File: config.mk
export PLATFORM = sky130hd
export DESIGN_NAME = spi_queue_master
export DESIGN_NICKNAME = d
export VERILOG_FILES = /design/src/rtl/spi_qm_pkg.sv /design/src/rtl/spi_qm_ram.sv /design/src/rtl/spi_qm_shifter.sv /design/src/rtl/spi_qm_regs.sv /design/src/rtl/spi_qm_seq.sv /design/src/rtl/spi_queue_master.sv
export SDC_FILE = /design/constraint.sdc
export NUM_CORES = 1
export LEC_CHECK = 0
export BUFFER_PORTS_ARGS = -buffer_cell sky130_fd_sc_hd__buf_2
export CORE_MARGIN = 4
export CORE_UTILIZATION = 26
export CTS_CLUSTER_DIAMETER = 200
export DETAILED_ROUTE_END_ITERATION = 6
export PLACE_DENSITY = 0.39
export SLEW_MARGIN = 0
export SYNTH_ARGS = -nofsm -noshare
export SYNTH_HDL_FRONTEND = slang
export SYNTH_SLANG_ARGS = --single-unit
File: constraint.sdc
create_clock -name clk -period 4.36 [get_ports clk]
set_input_delay 0.654 -clock clk [delete_from_list [all_inputs] [get_ports clk]]
set_output_delay 0.654 -clock clk [all_outputs]
set_load 0.05 [all_outputs]
File: src/rtl/spi_qm_pkg.sv
package spi_qm_pkg;

  typedef enum logic [1:0] {
    SQ_IDLE  = 2'd0,
    SQ_FETCH = 2'd1,
    SQ_LOAD  = 2'd2,
    SQ_XFER  = 2'd3
  } sq_state_t;

  localparam logic [1:0] RG_REGS = 2'd0;
  localparam logic [1:0] RG_TX   = 2'd1;
  localparam logic [1:0] RG_CMD  = 2'd2;
  localparam logic [1:0] RG_RX   = 2'd3;

  localparam logic [1:0] REG_CTRL = 2'd0;
  localparam logic [1:0] REG_CFG  = 2'd1;
  localparam logic [1:0] REG_STAT = 2'd2;

endpackage

File: src/rtl/spi_qm_ram.sv
module spi_qm_ram #(
  parameter int WIDTH = 16,
  parameter int DEPTH = 16,
  localparam int AW   = $clog2(DEPTH)
) (
  input  logic             clk,
  input  logic             we,
  input  logic [AW-1:0]    waddr,
  input  logic [WIDTH-1:0] wdata,
  input  logic [AW-1:0]    raddr,
  output logic [WIDTH-1:0] rdata
);

  logic [WIDTH-1:0] mem [DEPTH];

  always_ff @(posedge clk) begin
    if (we) begin
      mem[waddr] <= wdata;
    end
    rdata <= mem[raddr];
  end

endmodule

File: src/rtl/spi_qm_shifter.sv
module spi_qm_shifter #(
  parameter int DATA_W  = 16,
  parameter int SCK_DIV = 4,
  localparam int HALF   = SCK_DIV / 2,
  localparam int DIV_W  = (SCK_DIV > 2) ? $clog2(SCK_DIV) : 1,
  localparam int BIT_W  = $clog2(DATA_W)
) (
  input  logic              clk,
  input  logic              rst,
  input  logic              start,
  input  logic [DATA_W-1:0] tx_word,
  input  logic              miso,
  output logic              sck,
  output logic              mosi,
  output logic              done,
  output logic [DATA_W-1:0] rx_word
);

  logic              active;
  logic [DIV_W-1:0]  div_cnt;
  logic [BIT_W-1:0]  bit_cnt;
  logic [DATA_W-1:0] tx_sh;
  logic [DATA_W-1:0] rx_sh;

  always_ff @(posedge clk) begin
    if (rst) begin
      active  <= 1'b0;
      div_cnt <= '0;
      bit_cnt <= '0;
      tx_sh   <= '0;
      rx_sh   <= '0;
      sck     <= 1'b0;
      mosi    <= 1'b0;
      done    <= 1'b0;
    end else begin
      done <= 1'b0;
      if (start && !active) begin
        active  <= 1'b1;
        div_cnt <= '0;
        bit_cnt <= '0;
        tx_sh   <= tx_word;
        mosi    <= tx_word[DATA_W-1];
        sck     <= 1'b0;
      end else if (active) begin
        if (div_cnt == DIV_W'(SCK_DIV - 1)) begin
          div_cnt <= '0;
          sck     <= 1'b0;
          if (bit_cnt == BIT_W'(DATA_W - 1)) begin
            active <= 1'b0;
            done   <= 1'b1;
            mosi   <= 1'b0;
          end else begin
            bit_cnt <= bit_cnt + 1'b1;
            tx_sh   <= {tx_sh[DATA_W-2:0], 1'b0};
            mosi    <= tx_sh[DATA_W-2];
          end
        end else begin
          div_cnt <= div_cnt + 1'b1;
          if (div_cnt == DIV_W'(HALF - 1)) begin
            sck   <= 1'b1;
            rx_sh <= {rx_sh[DATA_W-2:0], miso};
          end
        end
      end
    end
  end

  assign rx_word = rx_sh;

endmodule

File: src/rtl/spi_qm_regs.sv
module spi_qm_regs
  import spi_qm_pkg::*;
#(
  parameter int DATA_W = 16,
  parameter int PTR_W  = 4
) (
  input  logic              clk,
  input  logic              rst,
  input  logic              wr_en,
  input  logic              rd_en,
  input  logic [1:0]        reg_sel,
  input  logic [DATA_W-1:0] wdata,
  output logic [DATA_W-1:0] rdata,
  input  logic              done_set,
  input  logic              run_clr,
  input  logic [PTR_W-1:0]  cur_ptr,
  output logic              run_en,
  output logic [PTR_W-1:0]  first_ptr,
  output logic [PTR_W-1:0]  last_ptr,
  output logic              wrap_en,
  output logic              irq_en,
  output logic              done_flag,
  output logic              irq
);

  localparam int WRAP_BIT = 2 * PTR_W;
  localparam int IE_BIT   = 2 * PTR_W + 1;

  logic ctrl_wr, cfg_wr, stat_wr, stat_rd;
  logic clr_armed;
  logic flag_d, ie_d;
  logic unused_bits;

  assign ctrl_wr = wr_en && (reg_sel == REG_CTRL);
  assign cfg_wr  = wr_en && (reg_sel == REG_CFG);
  assign stat_wr = wr_en && (reg_sel == REG_STAT);
  assign stat_rd = rd_en && (reg_sel == REG_STAT);
  assign unused_bits = ^wdata;

  always_comb begin
    flag_d = done_flag;
    if (done_set) begin
      flag_d = 1'b1;
    end else if (stat_wr && clr_armed && !wdata[0]) begin
      flag_d = 1'b0;
    end
    ie_d = cfg_wr ? wdata[IE_BIT] : irq_en;
  end

  always_ff @(posedge clk) begin
    if (rst) begin
      run_en    <= 1'b0;
      first_ptr <= '0;
      last_ptr  <= '0;
      wrap_en   <= 1'b0;
      irq_en    <= 1'b0;
      done_flag <= 1'b0;
      clr_armed <= 1'b0;
      irq       <= 1'b0;
    end else begin
      if (ctrl_wr) begin
        run_en <= wdata[DATA_W-1];
      end else if (run_clr) begin
        run_en <= 1'b0;
      end
      if (cfg_wr) begin
        first_ptr <= wdata[PTR_W-1:0];
        last_ptr  <= wdata[2*PTR_W-1:PTR_W];
        wrap_en   <= wdata[WRAP_BIT];
      end
      irq_en    <= ie_d;
      done_flag <= flag_d;
      irq       <= flag_d & ie_d;
      if (stat_wr) begin
        clr_armed <= 1'b0;
      end else if (stat_rd && done_flag) begin
        clr_armed <= 1'b1;
      end
    end
  end

  always_ff @(posedge clk) begin
    if (rst) begin
      rdata <= '0;
    end else begin
      rdata <= '0;
      if (rd_en) begin
        unique case (reg_sel)
          REG_CTRL: rdata[DATA_W-1] <= run_en;
          REG_CFG: begin
            rdata[PTR_W-1:0]       <= first_ptr;
            rdata[2*PTR_W-1:PTR_W] <= last_ptr;
            rdata[WRAP_BIT]        <= wrap_en;
            rdata[IE_BIT]          <= irq_en;
          end
          REG_STAT: begin
            rdata[0]           <= done_flag;
            rdata[PTR_W+3:4]   <= cur_ptr;
          end
          default: rdata <= '0;
        endcase
      end
    end
  end

endmodule

File: src/rtl/spi_qm_seq.sv
module spi_qm_seq
  import spi_qm_pkg::*;
#(
  parameter int DEPTH = 16,
  parameter int CMD_W = 8,
  parameter int NCS   = 4,
  localparam int PTR_W = $clog2(DEPTH)
) (
  input  logic             clk,
  input  logic             rst,
  input  logic             run_en,
  input  logic [PTR_W-1:0] first_ptr,
  input  logic [PTR_W-1:0] last_ptr,
  input  logic             wrap_en,
  input  logic [CMD_W-1:0] cmd_rdata,
  input  logic             xfer_done,
  output logic             xfer_start,
  output logic [PTR_W-1:0] ptr,
  output logic [NCS-1:0]   cs_out,
  output logic             rx_we,
  output logic             done_set,
  output logic             run_clr,
  output sq_state_t        state
);

  logic at_end;
  logic unused_cmd;
  logic [PTR_W-1:0] ptr_next;

  assign at_end     = (ptr == last_ptr);
  assign ptr_next   = (ptr == PTR_W'(DEPTH - 1)) ? '0 : ptr + 1'b1;
  assign xfer_start = (state == SQ_LOAD);
  assign rx_we      = xfer_done;
  assign done_set   = xfer_done && at_end;
  assign run_clr    = xfer_done && at_end && !wrap_en;
  assign unused_cmd = ^cmd_rdata;

  always_ff @(posedge clk) begin
    if (rst) begin
      state  <= SQ_IDLE;
      ptr    <= '0;
      cs_out <= '1;
    end else begin
      unique case (state)
        SQ_IDLE: begin
          cs_out <= '1;
          if (run_en) begin
            ptr   <= first_ptr;
            state <= SQ_FETCH;
          end
        end
        SQ_FETCH: state <= SQ_LOAD;
        SQ_LOAD: begin
          cs_out <= cmd_rdata[NCS-1:0];
          state  <= SQ_XFER;
        end
        SQ_XFER: begin
          if (xfer_done) begin
            if (!run_en || (at_end && !wrap_en)) begin
              state  <= SQ_IDLE;
              cs_out <= '1;
            end else if (at_end) begin
              ptr   <= first_ptr;
              state <= SQ_FETCH;
            end else begin
              ptr   <= ptr_next;
              state <= SQ_FETCH;
            end
          end
        end
        default: state <= SQ_IDLE;
      endcase
    end
  end

endmodule

File: src/rtl/spi_queue_master.sv
module spi_queue_master
  import spi_qm_pkg::*;
#(
  parameter int DEPTH   = 16,
  parameter int DATA_W  = 16,
  parameter int CMD_W   = 8,
  parameter int NCS     = 4,
  parameter int SCK_DIV = 4
) (
  input  logic                       clk,
  input  logic                       rst,
  input  logic                       bus_we,
  input  logic                       bus_re,
  input  logic [$clog2(DEPTH)+1:0]   bus_addr,
  input  logic [DATA_W-1:0]          bus_wdata,
  output logic [DATA_W-1:0]          bus_rdata,
  output logic                       spi_sck,
  output logic                       spi_mosi,
  input  logic                       spi_miso,
  output logic [NCS-1:0]             spi_cs,
  output logic                       irq
);

  localparam int PTR_W  = $clog2(DEPTH);
  localparam int ADDR_W = PTR_W + 2;

  logic [1:0]        region;
  logic [PTR_W-1:0]  index;
  logic              rx_sel_q;

  logic              run_en, wrap_en, irq_en, done_flag;
  logic [PTR_W-1:0]  first_ptr, last_ptr, cur_ptr;
  logic [DATA_W-1:0] reg_rdata, rx_rdata, tx_rdata, rx_word;
  logic [CMD_W-1:0]  cmd_rdata;
  logic              xfer_start, xfer_done, rx_we, done_set, run_clr;
  sq_state_t         seq_state;

  assign region = bus_addr[ADDR_W-1 -: 2];
  assign index  = bus_addr[PTR_W-1:0];

  always_ff @(posedge clk) begin
    if (rst) begin
      rx_sel_q <= 1'b0;
    end else begin
      rx_sel_q <= bus_re && (region == RG_RX);
    end
  end

  assign bus_rdata = rx_sel_q ? rx_rdata : reg_rdata;

  spi_qm_regs #(.DATA_W(DATA_W), .PTR_W(PTR_W)) u_regs (
    .clk       (clk),
    .rst       (rst),
    .wr_en     (bus_we && (region == RG_REGS)),
    .rd_en     (bus_re && (region == RG_REGS)),
    .reg_sel   (bus_addr[1:0]),
    .wdata     (bus_wdata),
    .rdata     (reg_rdata),
    .done_set  (done_set),
    .run_clr   (run_clr),
    .cur_ptr   (cur_ptr),
    .run_en    (run_en),
    .first_ptr (first_ptr),
    .last_ptr  (last_ptr),
    .wrap_en   (wrap_en),
    .irq_en    (irq_en),
    .done_flag (done_flag),
    .irq       (irq)
  );

  spi_qm_ram #(.WIDTH(DATA_W), .DEPTH(DEPTH)) u_tx_ram (
    .clk   (clk),
    .we    (bus_we && (region == RG_TX)),
    .waddr (index),
    .wdata (bus_wdata),
    .raddr (cur_ptr),
    .rdata (tx_rdata)
  );

  spi_qm_ram #(.WIDTH(CMD_W), .DEPTH(DEPTH)) u_cmd_ram (
    .clk   (clk),
    .we    (bus_we && (region == RG_CMD)),
    .waddr (index),
    .wdata (bus_wdata[CMD_W-1:0]),
    .raddr (cur_ptr),
    .rdata (cmd_rdata)
  );

  spi_qm_ram #(.WIDTH(DATA_W), .DEPTH(DEPTH)) u_rx_ram (
    .clk   (clk),
    .we    (rx_we),
    .waddr (cur_ptr),
    .wdata (rx_word),
    .raddr (index),
    .rdata (rx_rdata)
  );

  spi_qm_seq #(.DEPTH(DEPTH), .CMD_W(CMD_W), .NCS(NCS)) u_seq (
    .clk        (clk),
    .rst        (rst),
    .run_en     (run_en),
    .first_ptr  (first_ptr),
    .last_ptr   (last_ptr),
    .wrap_en    (wrap_en),
    .cmd_rdata  (cmd_rdata),
    .xfer_done  (xfer_done),
    .xfer_start (xfer_start),
    .ptr        (cur_ptr),
    .cs_out     (spi_cs),
    .rx_we      (rx_we),
    .done_set   (done_set),
    .run_clr    (run_clr),
    .state      (seq_state)
  );

  spi_qm_shifter #(.DATA_W(DATA_W), .SCK_DIV(SCK_DIV)) u_shift (
    .clk     (clk),
    .rst     (rst),
    .start   (xfer_start),
    .tx_word (tx_rdata),
    .miso    (spi_miso),
    .sck     (spi_sck),
    .mosi    (spi_mosi),
    .done    (xfer_done),
    .rx_word (rx_word)
  );

endmodule

==> flow_summary.yaml, run 1 <==
outcome:
  outcome: "complete, no violations"
clocking:
  clockBufferDepth: 3
  cts_setup_buffers: 0
  root_buffer: "clkbuf_16"
  cts_resized: 0
  clkTransAtPathRegs_ns: 0.06
  cts_tree: "yes"
  cts.sinks: 689
  h-tree-depth: 3
  clock_latency_ns: 0.64
  cts_made_buffers: 79
  cts_hold_buffers: 0
timing:
  skew_ns: 0.0248
  tightest_slew_ns: 1.22
  min_period_ns: 2.99
  post-route-period-util_pct: 68.6
  drv_slew: 0
  relSlewSlack_pct: 18.8
  final_hold_viol_count: 0
  grt_setup_unrepaired: "no"
  setup_viol: 0
  fin_ws_ns: 1.37
  finalSetupTns_ns: 0
  fmax_mhz: 334
floorplanning:
  start_util_pct: 26.3
  die_y_um: 324
  die-width_um: 324
  core_um2: 98700
  die_area_um2: 105000
  rows: 115
  ioPinCount: 50
pwr:
  vdd_drop_max_v: 0.000246
  power_density_nw_per_um2: 462
  power_w: 0.0141
  p_leak_nw: 9.52
synth:
  synthAdderAreaFrac_pct: 0.771
  synth_compound_area_share_pct: 1.91
  avgSynthCellArea_um2: 20.1
  async_flop_share_pct: 0
  synthSimpleGateAreaFrac_pct: 3.65
  synth_xor_area_share_pct: 0.202
  synth_mux_area_share_pct: 16.9
  synth.distinct_cells: 48
  yosys_warnings: 0
  synth.cell_area_um2: 26000
  synthFlopType: "edfxtp_1"
  ys_seq_area_share_pct: 75.3
  syn_inst: 1295
  synth-edff-count: 576
  syn-num-nets: 1338
  ys_ff_latch: 689
  synth_top_family_by_area: "multiplexers"
final_layout:
  area_growth_pct: 17.4
  multi_input_area_um2: 6180
  final_common_cell: "edfxtp_1"
  fin_area_um2: 30500
  fillers: 9592
  drive_gt1_share_pct: 29.9
  num-nets-final: 1440
  layout_common_cells: "576 x edfxtp_1, 180 x mux4_2, 109 x dfxtp_1"
  regArea_um2: 19600
drt:
  wl_um: 65700
  routed_via_density: 4.50
  drc_errors: 0
  via_count: 12376
  drtPass1Iterations: 5
  ant_nets: 0
  first_iter_violations: 999
  wire_per_inst_um: 23.9
placement:
  placed_area_um2: 28000
  place_congestion: 0.699
  dp_slack_ns: 1.16
  io_buffer_count: 49
  dp.final_hpwl_um: 38800
grt:
  grt_max_degree: 52
  overflow: 0
  antenna_found_initial: 5
  first_global_vias: 13178
  grt_first_pass_wirelength_um: 95500
  grt.total_usage_pct: 12.7
setup_path:
  startpoint_type: "flip-flop"
  worstPathArrival_ns: 2.34
  required_ns: 3.71
  endpoint_kind: "output pin"
  worst-setup-path-type: "reg -> out"
  cp_max_fo: 16
min_path:
  min_path_type: "in -> reg"
flow_run:
  max_cap_violations: 0
-- synthesized netlist by cell type (all sizes together), types with 2 or more instances --
cell type	number	share of area [%]
a211oi	16	0.46
a21oi	34	0.66
a22oi	6	0.17
a311oi	3	0.10
and2	5	0.12
and3	7	0.17
buf	22	0.39
clkbuf	48	0.70
dfxtp	113	8.7
edfxtp	576	67
ha	16	0.77
inv	13	0.19
mux2	11	0.48
mux2i	21	0.81
mux4	180	16
nand2	75	1.1
nand2b	6	0.14
nand3	4	0.077
nand4	3	0.072
nand4b	2	0.067
nor2	86	1.2
nor2b	5	0.12
nor3	10	0.19
nor3b	4	0.12
nor4b	2	0.067
o41ai	2	0.067
or2	2	0.048
xor2	5	0.17
-- flip-flops by register name, summed over array words and instances, names as in the netlist, 2 cells and up --
register          cells
u_cmd_ram.mem        64
u_cmd_ram.rdata       4
u_regs.first_ptr      4
u_regs.last_ptr       4
u_regs.rdata         11
u_rx_ram.mem        256
u_rx_ram.rdata       16
u_seq.cs_out          4
u_seq.ptr             4
u_seq.state           2
u_shift.bit_cnt       4
u_shift.div_cnt       2
u_shift.rx_word      16
u_shift.tx_sh        15
u_tx_ram.mem        256
u_tx_ram.rdata       16
-- cell type report --
type,instances,share of cell area [%]
sequential,689,64.2
multi-input combinational,523,20.3
clock buffer,112,7.50
tap,1287,5.28
timing repair buffer,91,1.89
clock inverter,33,0.759
inverter,13,0.160
antenna,1,0.00820
-- power breakdown --
group          internal, W  total [W]  switching [W]
Combinational     0.000196   0.000489       0.000293
Sequential         0.00715    0.00720      0.0000448
Clock              0.00378    0.00640        0.00262
Total               0.0111     0.0141        0.00296
-- cells by family after synthesis --
group / Yosys count
buffers and inverters: 83
DFF: 689
muxes: 212
and+or+nand+nor: 215
adders and majority gates: 16
xor gates and xnor gates: 6
AOI/OAI and AO/OA: 74
-- worst paths after layout --
check	start	end	slack, ns	cells past startpoint
setup reg to reg	u_seq.ptr[0]$_SDFFE_PP0P_	u_tx_ram.rdata[12]$_DFF_P_	1.67	3
hold / removal	spi_miso	u_shift.rx_word[0]$_SDFFE_PP0P_	0.30	3
setup / recovery	rx_sel_q$_SDFF_PP0_	bus_rdata[9]	1.37	2
hold reg to reg	u_tx_ram.rdata[2]$_DFF_P_	u_shift.tx_sh[2]$_SDFFE_PP0P_	0.49	2
-- stage by stage --
step	hold slack (ns)	instances	utilization (%)
2_1_floorplan	0.444	1295	-
3_3_place_gp	0.477	2603	28.3
3_5_place_dp	0.475	2603	28.3
4_1_cts	0.248	2748	30.9
5_1_grt	0.282	2748	30.9
6_report	0.298	2749	30.9
-- layer usage --
| layer | vias to the layer above | wire length [um] | global-route usage [%] |
|---|---|---|---|
| met3 | 105 | 2710 | 2.38 |
| met2 | 247 | 31500 | 20.7 |
| met4 | 0 | 1870 | 4.15 |
| met1 | 6591 | 29600 | 17.3 |
| li1 | 5433 | - | - |
| met5 | - | 0 | 0 |
-- critical path: stages, from the launching register on --
cell     delay [ns]
dfxtp_1        1.00
mux2_2         0.48
buf_2          0.23
Note: power is estimated with default switching activity, not from simulation.
==> run 2, diff against run 1 <==
--- a/config.mk
+++ b/config.mk
@@ -5,6 +5,7 @@
 export SDC_FILE = /design/constraint.sdc
 export NUM_CORES = 1
 export LEC_CHECK = 0
+export ABC_AREA = 1
 export BUFFER_PORTS_ARGS = -buffer_cell sky130_fd_sc_hd__buf_2
 export CORE_MARGIN = 4
 export CORE_UTILIZATION = 26
==> constraint.sdc (replaced) <==
create_clock -name clk -period 2.8 [get_ports clk]
set_input_delay 0.42 -clock clk [delete_from_list [all_inputs] [get_ports clk]]
set_output_delay 0.42 -clock clk [all_outputs]
set_load 0.05 [all_outputs]
==> flow_summary.yaml, run 2 <==
outcome:
  outcome: "complete, no violations"
final_layout:
  fin_area_um2: 31300
  area_growth_pct: 17.9
  num-nets-final: 2284
  reg.largest.list: "u_rx_ram.mem (256), u_tx_ram.mem (256), u_cmd_ram.mem (64)"
  layout_common_cells: "576 x edfxtp_1, 356 x nor2_1, 302 x o21ai_0"
  fillers: 10246
  instances_no_fill: 3665
  final_common_cell: "edfxtp_1"
  drive_gt1_share_pct: 14.0
setup_path:
  worst-setup-path-type: "reg -> out"
  crit_chain: "mux2_2 -> buf_2"
  cp_max_fo: 12
  required_ns: 2.38
  critPathSlowestCell: "dfxtp_1"
  crit_start: "rx_sel_q$_SDFF_PP0_"
  r2r-end: "u_tx_ram.rdata[2]$_DFF_P_"
  cpPeakStageDelay_ns: 0.76
  reg2regPathDepth: 5
  critPathTopFamily: "flip-flops"
  path_buf_inv: 1
  reg2reg_from: "u_seq.ptr[1]$_SDFFE_PP0P_"
  startpoint_type: "flip-flop"
  endpoint_kind: "output pin"
  rrSetupSlack_ns: 0.64
  worstPathArrival_ns: 2.07
synth:
  synth_compound_area_share_pct: 10.6
  post-synth-top-count-cell: "edfxtp_1"
  ys_ff_latch: 689
  syn-num-nets: 2194
  synth.distinct_cells: 37
  synth.cell_area_um2: 26500
  synthTopCellsByCount: "576 x edfxtp_1, 375 x nor2_1, 302 x o21ai_0"
  synthFlopType: "edfxtp_1"
  synth-edff-count: 576
  netlist.area_leader.share_pct: 65.2
  synth_mux_area_share_pct: 0.467
  yosysTopAreaCell: "edfxtp_1"
  synth_top_family_by_area: "simple AND/OR/NAND/NOR gates"
  synthTopCellsByArea: "edfxtp_1 65%, dfxtp_1 8.5%, o21ai_0 5.7%"
  synthAdderAreaFrac_pct: 0.755
  yosys_warnings: 0
  synthSimpleGateAreaFrac_pct: 11.3
  ys_seq_area_share_pct: 73.7
  async_flop_share_pct: 0
  avgSynthCellArea_um2: 12.3
  syn_inst: 2151
  synth_xor_area_share_pct: 0.0990
grt:
  first_global_vias: 16949
  overflow: 0
  grt.total_usage_pct: 14.9
  antenna_found_initial: 3
  grt_max_degree: 129
  grt_first_pass_wirelength_um: 118000
clocking:
  cts_tree: "yes"
  clockBufferDepth: 3
  h-tree-depth: 3
  cts_hold_buffers: 0
  root_buffer: "clkbuf_16"
  cts_setup_buffers: 0
  clkTransAtPathRegs_ns: 0.06
  cts_made_buffers: 79
  cts.sinks: 689
  cts_resized: 0
  clock_latency_ns: 0.61
drt:
  via_count: 17163
  drc_errors: 0
  ant_nets: 0
  wl_um: 81400
  routed_via_density: 4.68
  first_iter_violations: 1395
  wire_per_inst_um: 22.2
  drtPass1Iterations: 5
floorplanning:
  die_y_um: 327
  core_um2: 101000
  ioPinCount: 50
  die_area_um2: 107000
  start_util_pct: 26.3
  die-width_um: 327
  rows: 116
min_path:
  worstHoldStart: "bus_re"
  holdPathEnd: "rx_sel_q$_SDFF_PP0_"
  holdPathStages: 3
  min_path_type: "in -> reg"
pwr:
  power_w: 0.0246
  p_leak_nw: 10.3
  vdd_drop_max_v: 0.000469
  power_density_nw_per_um2: 786
placement:
  placed_area_um2: 28900
  dp.final_hpwl_um: 47200
  io_buffer_count: 49
  place_congestion: 0.785
  dp.cells: 3517
timing:
  tightest_slew_ns: 0.924
  skew_ns: 0.0260
  final_hold_viol_count: 0
  min_period_ns: 2.49
  post-route-period-util_pct: 89.1
  setup_viol: 0
  grt_setup_unrepaired: "no"
  drv_slew: 0
  fmax_mhz: 401
  relSlewSlack_pct: 38.4
flow_run:
  max_cap_violations: 0
## run 2: report_power, final
part | internal [W] | switching, W
Clock | 0.00550 | 0.00413
Sequential | 0.0115 | 0.000298
Combinational | 0.000847 | 0.00236
Total | 0.0178 | 0.00679
## run 2: cell type report
cell class | instances | area [um2] | area share, %
tap | 1357 | 1700 | 5.43
sequential | 689 | 19600 | 62.6
timing repair buffer | 136 | 1080 | 3.44
clock buffer | 102 | 2100 | 6.72
inverter | 57 | 220 | 0.704
antenna | 4 | 10.0 | 0.0320
multi-input combinational | 1278 | 6330 | 20.2
clock inverter | 42 | 278 | 0.888
## run 2: how the worst max path moves through the flow
stage / endpoint / slack, ns / cells after the start
CTS: bus_rdata[4] / 0.24 / 2
global placement: u_regs.irq$_SDFF_PP0_ / 0.46 / 9
global route: bus_rdata[4] / 0.24 / 2
detailed placement: u_regs.irq$_SDFF_PP0_ / 0.49 / 9
finish: bus_rdata[0] / 0.31 / 2
floorplan: u_tx_ram.mem[6][0]$_DFFE_PP_ / -0.23 / 7
## run 2: kinds of logic after synthesis
group | after synthesis
AND/OR/NAND/NOR | 729
flip-flops | 689
AO/OA/AOI/OAI | 519
buffers and inverters | 184
adder cells (fa/ha/maj) | 16
multiplexers | 11
XOR/XNOR | 3
## run 2: metal layers
| metal | track usage (%) | part of all wire, % |
|---|---|---|
| met5 | 0 | 0 |
| met1 | 21.4 | 48 |
| met2 | 23.2 | 45 |
| met3 | 2.50 | 4.9 |
| met4 | 3.99 | 2.1 |
## run 2: worst register-to-register path: stages, from the launching register on
cell     delay (ns)
dfxtp_2        0.61
buf_12         0.37
o21ai_0        0.22
o22ai_1        0.41
nand2_1        0.28
nand4_1        0.20
## run 2: stage by stage
step | setup slack, ns | util [%] | hold slack, ns | setup TNS [ns]
CTS | 0.237 | 31.0 | 0.0265 | 0
floorplan | -0.225 | - | 0.416 | -14.41
global placement | 0.463 | 28.7 | 0.456 | 0
finish | 0.305 | 31.1 | 0.0632 | 0
detailed placement | 0.487 | 28.7 | 0.466 | 0
global route | 0.235 | 31.0 | 0.0502 | 0
==> run 3, diff against run 2 <==
--- a/config.mk
+++ b/config.mk
@@ -10,8 +10,10 @@
 export CORE_MARGIN = 4
 export CORE_UTILIZATION = 26
 export CTS_CLUSTER_DIAMETER = 200
+export CTS_CLUSTER_SIZE = 28
 export DETAILED_ROUTE_END_ITERATION = 6
-export PLACE_DENSITY = 0.39
+export PLACE_DENSITY = 0.49
+export REMOVE_ABC_BUFFERS = 1
 export SLEW_MARGIN = 0
 export SYNTH_ARGS = -nofsm -noshare
 export SYNTH_HDL_FRONTEND = slang
==> flow_summary.yaml, run 3 (same netlist as run 2, synthesis figures left out) <==
outcome:
  outcome: "complete, no violations"
grt:
  grt.busiest_layer: "met2"
  met3_usage_pct: 1.60
  grt_max_degree: 131
  grt_first_pass_wirelength_um: 106000
  overflow: 0
  grt.total_usage_pct: 12.8
  grt.met1_usage_pct: 18.2
  met2_usage_pct: 21.2
  first_global_vias: 16279
  antenna_found_initial: 5
setup_path:
  startpoint_type: "flip-flop"
  critPathSlowestCell: "dfxtp_1"
  crit_start: "rx_sel_q$_SDFF_PP0_"
  cp_max_fo: 12
  worstPathArrival_ns: 2.09
  cpPeakStageDelay_ns: 0.62
  endpoint_kind: "output pin"
  worst-setup-path-type: "reg -> out"
  crit_chain: "buf_12 -> mux2_2 -> buf_2"
  reg2reg_from: "u_seq.ptr[0]$_SDFFE_PP0P_"
  required_ns: 2.38
timing:
  finalSetupTns_ns: 0
  drv_slew: 0
  final_hold_viol_count: 0
  tightest_slew_ns: 0.840
  setup_viol: 0
  skew_ns: 0.0195
  grt_setup_unrepaired: "no"
  fin_ws_ns: 0.289
  holdWs_ns: 0.0698
  fmax_mhz: 398
  min_period_ns: 2.51
  relSlewSlack_pct: 44.0
  post-route-period-util_pct: 89.7
pwr:
  vdd_drop_max_v: 0.000456
  power_density_nw_per_um2: 665
  p_leak_nw: 9.39
final_layout:
  reg.largest.list: "u_rx_ram.mem (256), u_tx_ram.mem (256), u_cmd_ram.mem (64)"
  multi_input_area_um2: 6280
  final_common_cell: "edfxtp_1"
  fillers: 10289
  drive_gt1_share_pct: 10.3
  num-nets-final: 2217
  final_util_pct: 29.3
  regArea_um2: 19600
  layout_common_cells: "576 x edfxtp_1, 356 x nor2_1, 302 x o21ai_0"
  area_growth_pct: 11.3
floorplanning:
  die_y_um: 327
  ioPinCount: 50
  die-width_um: 327
  start_util_pct: 26.3
  rows: 116
  die_area_um2: 107000
  core_um2: 101000
drt:
  wl_um: 70900
  drc_errors: 0
  first_iter_violations: 1566
  wire_per_inst_um: 20.0
  via_count: 16738
  drtPass1Iterations: 5
  ant_nets: 0
  routed_via_density: 4.71
clocking:
  root_buffer: "clkbuf_16"
  cts_tree: "yes"
  cts_resized: 0
  clock_latency_ns: 0.61
  clockBufferDepth: 3
  cts.sinks: 689
  cts_hold_buffers: 0
  clkTransAtPathRegs_ns: 0.12
  cts_made_buffers: 28
  h-tree-depth: 1
  cts_setup_buffers: 0
placement:
  dp.final_hpwl_um: 42200
  dp_slack_ns: 0.350
  place_congestion: 0.786
  io_buffer_count: 49
min_path:
  min_path_type: "in -> reg"
  worstHoldStart: "bus_addr[5]"
flow_run:
  max_cap_violations: 0
==> run 3: cell count changes in the layout (fill, tap and decap cells not counted), sizes merged, moves of 2 or more <==
cell,change
clkbuf,-51
diode,-3
inv,-8
buf,-16
bufinv,-2
clkinv,-30
==> run 3: metrics by stage <==
step	instance area, um2	cells	total power, W
2_1_floorplan	25900	2024	0.0136
4_1_cts	29500	3553	0.0199
5_1_grt	29500	3553	0.0206
6_report	29500	3554	0.0197
3_5_place_dp	28700	3501	0.0149
3_3_place_gp	28700	3501	0.0148
==> run 3: area by class of cell <==
type | instances | share of cell area [%]
tap | 1357 | 5.75
multi-input combinational | 1278 | 21.2
inverter | 57 | 0.741
antenna | 1 | 0.00847
clock buffer | 51 | 2.74
timing repair buffer | 120 | 3.24
sequential | 689 | 66.2
clock inverter | 1 | 0.0551
==> run 3: worst paths after layout <==
check / to / slack (ns) / depth (start not counted)
hold / removal: rx_sel_q$_SDFF_PP0_ / 0.07 / 3
hold reg to reg: u_shift.tx_sh[0]$_SDFFE_PP0P_ / 0.46 / 2
setup reg to reg: u_rx_ram.mem[9][6]$_DFFE_PP_ / 0.69 / 4
setup / recovery: bus_rdata[9] / 0.29 / 3
==> run 3: per-layer routing <==
metal / part of all wire (%) / vias up
met5: 0.018 / -
met4: 1.9 / 2
met3: 5.0 / 72
met2: 47 / 438
met1: 46 / 8440
li1: - / 7786
==> run 3: where the power goes <==
part | switching [W] | total, W | leakage [nW] | internal (W)
clock | 0.00301 | 0.00500 | 0.390 | 0.00199
sequential | 0.000295 | 0.0117 | 5.97 | 0.0114
combinational | 0.00211 | 0.00292 | 3.03 | 0.000812
total | 0.00542 | 0.0197 | 9.39 | 0.0142
==> run 3: worst max-delay path: cells and delay by family, from the launching register on <==
kind	cells	cell delay, ns
DFF	1	0.62
buffers and inverters	2	0.45
muxes	1	0.40
